<file path="src/rtl/dgr_pkg.sv">
// Package: shared constants of the DMA global register bank.
// Assumes byte offsets on an 8-byte stride. The class order is fixed because it selects the offsets.
package dgr_pkg;
    localparam int NCLS = 5;
    typedef enum int {CLS_XFER = 0, CLS_BLK = 1, CLS_SRC = 2, CLS_DST = 3, CLS_ERR = 4} evt_cls_e;
    localparam int STRIDE    = 8;
    localparam int RAW_BASE  = 'h2C0;
    localparam int STAT_BASE = 'h2E8;
    localparam int MASK_BASE = 'h310;
    localparam int CLR_BASE  = 'h338;
    localparam int COMB_OFF  = 'h360;
    localparam int CFG_OFF   = 'h398;
    localparam int CHEN_OFF  = 'h3A0;
endpackage

</file>
<file path="src/rtl/dgr_evt_class.sv">
// Module: one interrupt event class. Holds a raw bit per channel, a mask bit per channel,
// and drives status = raw & mask.
// Assumes the clear strobe and the set pulses come from different sources. When both hit the same bit, set wins.
module dgr_evt_class #(
    parameter int NCH = 8
) (
    input  logic           clk,
    input  logic           rst_n,
    input  logic [NCH-1:0] set_i,
    input  logic           mask_we,
    input  logic           clr_we,
    input  logic [NCH-1:0] wdata,
    output logic [NCH-1:0] raw_o,
    output logic [NCH-1:0] mask_o,
    output logic [NCH-1:0] stat_o
);
    logic [NCH-1:0] clr_bits;

    // Purpose: select which raw bits the current write acknowledges.
    always_comb clr_bits = clr_we ? wdata : '0;

    // Purpose: raw event latch, with set taking priority over acknowledge.
    always_ff @(posedge clk) begin
        if (!rst_n) raw_o <= '0;
        else        raw_o <= (raw_o & ~clr_bits) | set_i;
    end

    // Purpose: software-owned enable mask.
    always_ff @(posedge clk) begin
        if (!rst_n)       mask_o <= '0;
        else if (mask_we) mask_o <= wdata;
    end

    // Purpose: masked status seen by software and the combiner.
    always_comb stat_o = raw_o & mask_o;

    AST_SET_WINS: assert property (@(posedge clk) disable iff (!rst_n)
        (|set_i) |=> ((raw_o & $past(set_i)) == $past(set_i)));
    AST_CLR_ACK: assert property (@(posedge clk) disable iff (!rst_n)
        clr_we |=> ((raw_o & $past(wdata & ~set_i)) == '0));
endmodule

</file>
<file path="src/rtl/dgr_chan_ctl.sv">
// Module: global enable and channel-enable bits.
// Each enable bit moves only when its write-enable bit is present. Hardware done pulses override software.
// The global enable reads back as on while any channel is still enabled.
// Assumes NCH <= 8, because the write-enables sit eight bits above the enables.
module dgr_chan_ctl #(
    parameter int NCH = 8
) (
    input  logic           clk,
    input  logic           rst_n,
    input  logic           cfg_we,
    input  logic           cfg_bit,
    input  logic           chen_we,
    input  logic [NCH-1:0] en_bits,
    input  logic [NCH-1:0] we_bits,
    input  logic [NCH-1:0] done_i,
    output logic [NCH-1:0] ch_en_o,
    output logic           glb_rd_o
);
    logic glb_q;

    // Purpose: stored controller enable, written by software only.
    always_ff @(posedge clk) begin
        if (!rst_n)      glb_q <= 1'b0;
        else if (cfg_we) glb_q <= cfg_bit;
    end

    // Purpose: one enable flop per channel, with the done pulse taking priority over the guarded write.
    for (genvar i = 0; i < NCH; i++) begin : g_ch
        always_ff @(posedge clk) begin
            if (!rst_n)                       ch_en_o[i] <= 1'b0;
            else if (done_i[i])               ch_en_o[i] <= 1'b0;
            else if (chen_we && we_bits[i])   ch_en_o[i] <= en_bits[i] & glb_q;
        end
    end

    // Purpose: readback of the enable, held on until all channels are idle.
    always_comb glb_rd_o = glb_q | (|ch_en_o);

    AST_DONE_CLEARS: assert property (@(posedge clk) disable iff (!rst_n)
        (|done_i) |=> ((ch_en_o & $past(done_i)) == '0));
    AST_NO_SET_OFF: assert property (@(posedge clk) disable iff (!rst_n)
        !glb_q |=> ((ch_en_o & ~$past(ch_en_o)) == '0));
    AST_WE_GUARD: assert property (@(posedge clk) disable iff (!rst_n)
        1'b1 |=> (((ch_en_o ^ $past(ch_en_o)) & ~($past(we_bits) & {NCH{$past(chen_we)}}) & ~$past(done_i)) == '0));
endmodule

</file>
<file path="src/rtl/dma_glbl_regs.sv">
// Module: top of the DMA global register bank.
// It decodes the register bus, builds one event class per generate slice, returns read data
// combinationally and folds the status into one interrupt.
// Assumes a single-cycle bus: bus_sel with bus_wr is a write that takes effect on that edge.
module dma_glbl_regs
    import dgr_pkg::*;
#(
    parameter int NCH = 8,
    parameter int AW  = 10,
    parameter int DW  = 32
) (
    input  logic                clk,
    input  logic                rst_n,
    input  logic                bus_sel,
    input  logic                bus_wr,
    input  logic [AW-1:0]       bus_addr,
    input  logic [DW-1:0]       bus_wdata,
    output logic [DW-1:0]       bus_rdata,
    input  logic [NCLS*NCH-1:0] ev_set_i,
    input  logic [NCH-1:0]      ch_done_i,
    output logic [NCH-1:0]      ch_en_o,
    output logic                dma_on_o,
    output logic                irq_o
);
    localparam int WE_POS = 8;

    logic           wr_go;
    logic           rd_go;
    logic [NCH-1:0] raw_a  [NCLS];
    logic [NCH-1:0] mask_a [NCLS];
    logic [NCH-1:0] stat_a [NCLS];
    logic [NCLS-1:0] comb;
    logic           unused_wbits;

    initial assert (NCH <= WE_POS && DW >= 2*WE_POS);

    // Purpose: qualify bus strobes.
    always_comb begin
        wr_go = bus_sel & bus_wr;
        rd_go = bus_sel & ~bus_wr;
    end

    assign unused_wbits = ^bus_wdata;

    // Purpose: one interrupt event class per slice, with mask and clear strobes decoded per class.
    for (genvar k = 0; k < NCLS; k++) begin : g_cls
        logic mask_we_k;
        logic clr_we_k;
        assign mask_we_k = wr_go && (bus_addr == AW'(MASK_BASE + STRIDE*k));
        assign clr_we_k  = wr_go && (bus_addr == AW'(CLR_BASE + STRIDE*k));
        dgr_evt_class #(.NCH(NCH)) u_cls (
            .clk     (clk),
            .rst_n   (rst_n),
            .set_i   (ev_set_i[k*NCH +: NCH]),
            .mask_we (mask_we_k),
            .clr_we  (clr_we_k),
            .wdata   (bus_wdata[NCH-1:0]),
            .raw_o   (raw_a[k]),
            .mask_o  (mask_a[k]),
            .stat_o  (stat_a[k])
        );
        assign comb[k] = |stat_a[k];
    end

    dgr_chan_ctl #(.NCH(NCH)) u_chan (
        .clk      (clk),
        .rst_n    (rst_n),
        .cfg_we   (wr_go && (bus_addr == AW'(CFG_OFF))),
        .cfg_bit  (bus_wdata[0]),
        .chen_we  (wr_go && (bus_addr == AW'(CHEN_OFF))),
        .en_bits  (bus_wdata[NCH-1:0]),
        .we_bits  (bus_wdata[WE_POS +: NCH]),
        .done_i   (ch_done_i),
        .ch_en_o  (ch_en_o),
        .glb_rd_o (dma_on_o)
    );

    // Purpose: single interrupt line from the per-class summaries.
    always_comb irq_o = |comb;

    // Purpose: combinational read mux over every mapped register.
    always_comb begin
        bus_rdata = '0;
        if (rd_go) begin
            for (int k = 0; k < NCLS; k++) begin
                if (bus_addr == AW'(RAW_BASE + STRIDE*k))  bus_rdata = DW'(raw_a[k]);
                if (bus_addr == AW'(STAT_BASE + STRIDE*k)) bus_rdata = DW'(stat_a[k]);
                if (bus_addr == AW'(MASK_BASE + STRIDE*k)) bus_rdata = DW'(mask_a[k]);
            end
            if (bus_addr == AW'(COMB_OFF)) bus_rdata = DW'(comb);
            if (bus_addr == AW'(CFG_OFF))  bus_rdata = DW'(dma_on_o);
            if (bus_addr == AW'(CHEN_OFF)) bus_rdata = DW'(ch_en_o);
        end
    end

    AST_IRQ_RISE: assert property (@(posedge clk) disable iff (!rst_n)
        $rose(irq_o) |-> ($past(ev_set_i) != '0 || $past(wr_go)));
endmodule

</file>
<file path="config.mk">
export PLATFORM = sky130hd
export DESIGN_NAME = dma_glbl_regs
export DESIGN_NICKNAME = d
export VERILOG_FILES = /design/src/rtl/dgr_pkg.sv /design/src/rtl/dgr_evt_class.sv /design/src/rtl/dgr_chan_ctl.sv /design/src/rtl/dma_glbl_regs.sv
export SDC_FILE = /design/constraint.sdc
export NUM_CORES = 1
export LEC_CHECK = 0
export CORE_MARGIN = 1
export CORE_UTILIZATION = 30
export DETAILED_ROUTE_END_ITERATION = 8
export PLACE_DENSITY = 0.61
export REMOVE_ABC_BUFFERS = 1
export SLEW_MARGIN = 20
export SYNTH_ARGS = -nofsm -noshare
export SYNTH_HDL_FRONTEND = slang
export SYNTH_SLANG_ARGS = --single-unit
</file>
<file path="constraint.sdc">
create_clock -name clk -period 6 [get_ports clk]
set_clock_uncertainty 0.15 [all_clocks]
set_input_delay 0.6 -clock clk [delete_from_list [all_inputs] [get_ports clk]]
set_output_delay 0.6 -clock clk [all_outputs]
set_load 0.005 [all_outputs]
</file>
Word level (Yosys, flattened, before mapping)
Cells that the tools add are included.

Equality and inequality tests: 23. Multiplexer cells: 24. Bitwise operators: 33. Reduce and logical (&&, ||, !) cells: 35.

Operator list (number): $mux W32 (18); $eq A10 B10 Y1 const B (23); $and A8 B8 Y8 (10); $mux W8 (6); $reduce_or A8 Y1 (6); $not A8 Y8 (5); $or A8 B8 Y8 (5); $reduce_or A40 Y1 (1); $logic_and A1 B1 Y1 (20); $reduce_or A2 Y1 (8); $and A1 B1 Y1 (10); $not A1 Y1 (2); $or A1 B1 Y1 (1).

Flip-flop bits (word level): 89. Bits of input ports: 94. Output and inout bits: 42. Word-level logic and storage cells: 134.

Longest topological paths before layout
Word-level depth: 20. Gate-level depth with buffers: 11. Depth with buffers taken out: 7.

Cells and area by module
A second synthesis with hierarchy kept.

Cells, all modules: 701. Area total of the unflattened synthesis: 5930.7 µm².

By module, submodules not included: dgr_evt_class (times used 5, cells each 67, area an instance 683.2 µm², seq. area each 320.3 µm²); dma_glbl_regs (times used 1, cells each 316, area an instance 2039.5 µm², seq. area each 0.0 µm²); dgr_chan_ctl (times used 1, cells each 50, area an instance 475.5 µm², seq. area each 180.2 µm²).

Least setup slack after synthesis
OpenSTA, ideal clock, no wires.

Kind: input to output. From: in bus_addr[1]. To: out bus_rdata[0]. Arrival time: 2590 ps. Data required time: 5250 ps. Slack: 2660 ps. Cell stages on the path: 9. Buffers on the path: 2. Cells stage by stage: or4b_1 -> buf_2 -> buf_6 -> or3_1 -> o2bb2ai_1 -> a2111oi_0 -> o41ai_2 -> a221oi_2 -> o22ai_2.

Word-level cells in the longest chain between the ends: 20. Elaborated cells on any way between the ends: 37. Those cells by class: eq/ne (18); mux (19).

Ends and longest elaborated chain: from (decl) (line dma_glbl_regs.sv:16) `input logic [AW-1:0] bus_addr,`; $eq A10 B10 Y1 (line dma_glbl_regs.sv:86) `if (bus_addr == AW'(RAW_BASE + STRIDE*k)) bus_rdata = DW'(raw_a[k]);`; $mux W8 (line dma_glbl_regs.sv:86); $mux W32 (line dma_glbl_regs.sv:87) `if (bus_addr == AW'(STAT_BASE + STRIDE*k)) bus_rdata = DW'(stat_a[k]);`; $mux W32 (line dma_glbl_regs.sv:88) `if (bus_addr == AW'(MASK_BASE + STRIDE*k)) bus_rdata = DW'(mask_a[k]);`; $mux W32 (line dma_glbl_regs.sv:86); $mux W32 (line dma_glbl_regs.sv:87); $mux W32 (line dma_glbl_regs.sv:88); $mux W32 (line dma_glbl_regs.sv:86); [... 4 more ...]; $mux W32 (line dma_glbl_regs.sv:88); $mux W32 (line dma_glbl_regs.sv:86); $mux W32 (line dma_glbl_regs.sv:87); $mux W32 (line dma_glbl_regs.sv:88); $mux W32 (line dma_glbl_regs.sv:90) `if (bus_addr == AW'(COMB_OFF)) bus_rdata = DW'(comb);`; $mux W32 (line dma_glbl_regs.sv:91) `if (bus_addr == AW'(CFG_OFF)) bus_rdata = DW'(dma_on_o);`; $mux W32 (*) (line dma_glbl_regs.sv:92) `if (bus_addr == AW'(CHEN_OFF)) bus_rdata = DW'(ch_en_o);`; $mux W32 (*) (line dma_glbl_regs.sv:84) `if (rd_go) begin`; to (decl) (line dma_glbl_regs.sv:18) `output logic [DW-1:0] bus_rdata,`.

Mark *: on every way between the ends. The rest lies on a longest branch, timed or not.

Final worst setup path
From: in bus_addr[3]. To: out bus_rdata[6].

The elaborated chain is that of the path after synthesis.

==> impl_results.md <==
* Syn Area/Cell at 8.26 sq um
* Max Clock Freq at 204 MHz
* Setup-failing EPs final at 0
* Hold_sp: g_cls[1].u_cls.raw_o[5]$_SDFF_PN0_
* Worst EP required at 5250 ps
* Ys async rst share at 0%
* Unique masters post-synth at 68
* Sw Share at 26.6%
* VDD IR-drop max at 0.142 mV
* Cts hold-fix bufs at 0
* Vias at 5401
* Layout cell share with drive strength beyond 1 at 8.70%
* PwrDens at 188 mW/mm^2
* Vias in the first global route at 5054
* P_sw at 0.350 mW
* Top FF cell, synth: dfxtp_1
* Commonest non-fill, non-tap cells in the layout: 94 x clkdlybuf4s50_1, 89 x dfxtp_1, 83 x nor2b_1, 82 x nand2_1, 56 x a21oi_1
* Top Ports at 136
* Overall die height at 139 microns
* Sequential-to-total area share from yosys stat at 31.5%
* Worst reg2reg path depth at 2
* First-pass GRT wire length at 30000 microns
* Root Buffer: clkbuf_16
* Final setup margin at 1100 ps
* Minimum clock period at 4900 ps
* Total power at 1.32 mW
* Crit share post-route at 81.6%
* Netlist Area Pre-Place at 0.00566 sq mm
* Clk pwr share at 40.3%
* Worst setup SP type: input pin
* CP Cell Sequence: clkdlybuf4s50_1 -> nand2b_1 -> nor3_2 -> a22oi_1 -> a2111oi_0 -> a211oi_1 -> a21oi_1 -> o211a_1 -> clkdlybuf4s50_1
* Clock slew at reported path FFs at 60 ps
* Cells after synthesis at 686
* CP most frequent cell: clkdlybuf4s50_1
* Wirelength per Cell at 19.4 microns
* Worst slack at placement at 1100 ps
* Hold Crit Depth at 2
* Max-Cap Viols at 0
* Worst-path fanout max at 20
* CP Capture Type: output pin
* Reg2reg start: u_chan.glb_q$_SDFFE_PN0P_
* DR pass1 iterations at 5
* # port buffers at 95
* Total track usage at 20.4%
* Fillers at 1895
* Routed wire length at 19400 microns
* Largest net degree at the start of global routing at 90
* # rows at 49
* Inserted Clock Buffers at 9
* Most common cell after layout, fill and taps aside: clkdlybuf4s50_1
* Die width at 139 microns
* Final hold slack at 386 ps
* Worst rel slew slack at 31.9%
* Fin. Hold Viols at 0
* RSZ-0062 raised after global routing: false
* Worst-Skew Late Latency at 360 ps
* GP Congestion at 0.915
* Worst hold path class: flip-flop to flip-flop
* Max clock buf depth at 2
* Internal Power at 0.965 mW
* Yosys reg bits at 89
* Core area at 0.0182 sq mm
* WP data arrival at 4150 ps
* DRC at 0
* DP HPWL at 14100 microns
* Post_cts resized at 0
* Setup crit start: bus_addr[3]
* Clock Sinks at 89
* TritonCTS clock tree: built
* Status: finished, final reports clean
* Initial antenna violation count at 0
* Worst Max-Slew Pin Slew at 1010 ps
* GRT Residual Overflow at 0
* H-tree lvl count at 3
* Post-route ant nets at 0
* Leakage at 2.30 nW
* Critical Path Slowest Stage Cell: clkdlybuf4s50_1
* Power share of the combinational group at 11.5%
* Final net count at 860
* DIE AREA at 0.0194 sq mm
* EDFF count, synth at 0
* Setup TNS at 0 ps
* Kind of critical path: input pin to output pin
* Area growth syn-to-layout at 23.2%
* Slowest cell delay on critical path at 810 ps
* Syn. warnings at 0
* Vias per cell at 5.41
* Max-slew violations at 0
* Setup repair bufs after CTS at 0
* Iteration-0 DRC Markers at 480
* # diodes at 0
* Initial Util at 31.1%
* Seq pwr share at 48.2%
-- registers in the layout, indices dropped and copies added (netlist names) --
signal              flops
g_cls.u_cls.mask_o     40
u_chan.ch_en_o          8
g_cls.u_cls.raw_o      40
u_chan.glb_q            1
-- layout make-up --
type / instances / area [sq um] / share of cell area, %
clock inverters: 6 / 45.0 / 0.645
well taps: 229 / 287 / 4.11
clock buffers: 9 / 225 / 3.23
inverters: 5 / 18.8 / 0.269
repair buffers: 108 / 1040 / 15.0
flip-flops and latches: 89 / 1780 / 25.5
multi-input cells: 553 / 3580 / 51.3
-- routing by layer --
layer	vias to the layer above	track usage (%)	part of all wire (%)
li1	2613	-	-
met1	2556	28.4	48
met2	204	31.0	44
met3	28	3.89	6.1
met4	0	7.31	2.2
met5	-	0	0
-- cells by family after synthesis --
| logic type | Yosys count | synth area share [%] |
|---|---|---|
| DFF | 89 | 31.5 |
| buffers and inverters | 67 | 6.89 |
| and+or+nand+nor | 291 | 30.5 |
| AOI/OAI and AO/OA | 195 | 23.3 |
| muxes | 43 | 7.82 |
| other | 1 | 0.0662 |
-- worst paths after layout --
check                                        to  slack, ps
min          g_cls[1].u_cls.raw_o[5]$_SDFF_PN0_        390
max reg2reg      u_chan.ch_en_o[3]$_SDFFE_PP0P_       4770
max                                bus_rdata[6]       1100
min reg2reg  g_cls[1].u_cls.raw_o[5]$_SDFF_PN0_        390
-- cell usage after synthesis, drive strengths merged, types with 13 or more instances --
library cell / n / area [sq um]
dfxtp: 89 / 1780
nand2: 83 / 314
nor2b: 83 / 519
a21oi: 56 / 280
buf: 43 / 300
mux2i: 42 / 420
nor2: 33 / 141
o21ai: 30 / 150
a22oi: 28 / 210
nor3: 25 / 166
clkbuf: 19 / 71.3
a21o: 13 / 97.6
-- stage by stage --
step,utilization (%),cells,instance area (sq um)
final,38.3,999,6980
after global routing,38.3,999,6980
after CTS,38.3,999,6980
after detailed placement,36.8,984,6710
after global placement,36.8,984,6710
after floorplan,-,647,5380
-- worst max-delay path, delay by kind of cell --
family | cells | cell delay (ps)
AOI/OAI and AO/OA | 5 | 1240
buffers and inverters | 2 | 1320
and+or+nand+nor | 2 | 970
-- power groups by stage --
stage	clock [mW]	combinational (mW)	sequential [mW]
floorplan	0	0.0527	0.636
global placement	0	0.151	0.646
detailed placement	0	0.152	0.647
CTS	0.543	0.153	0.633
global route	0.564	0.166	0.636
finish	0.530	0.152	0.634
Power figures use the tool's default switching activity.
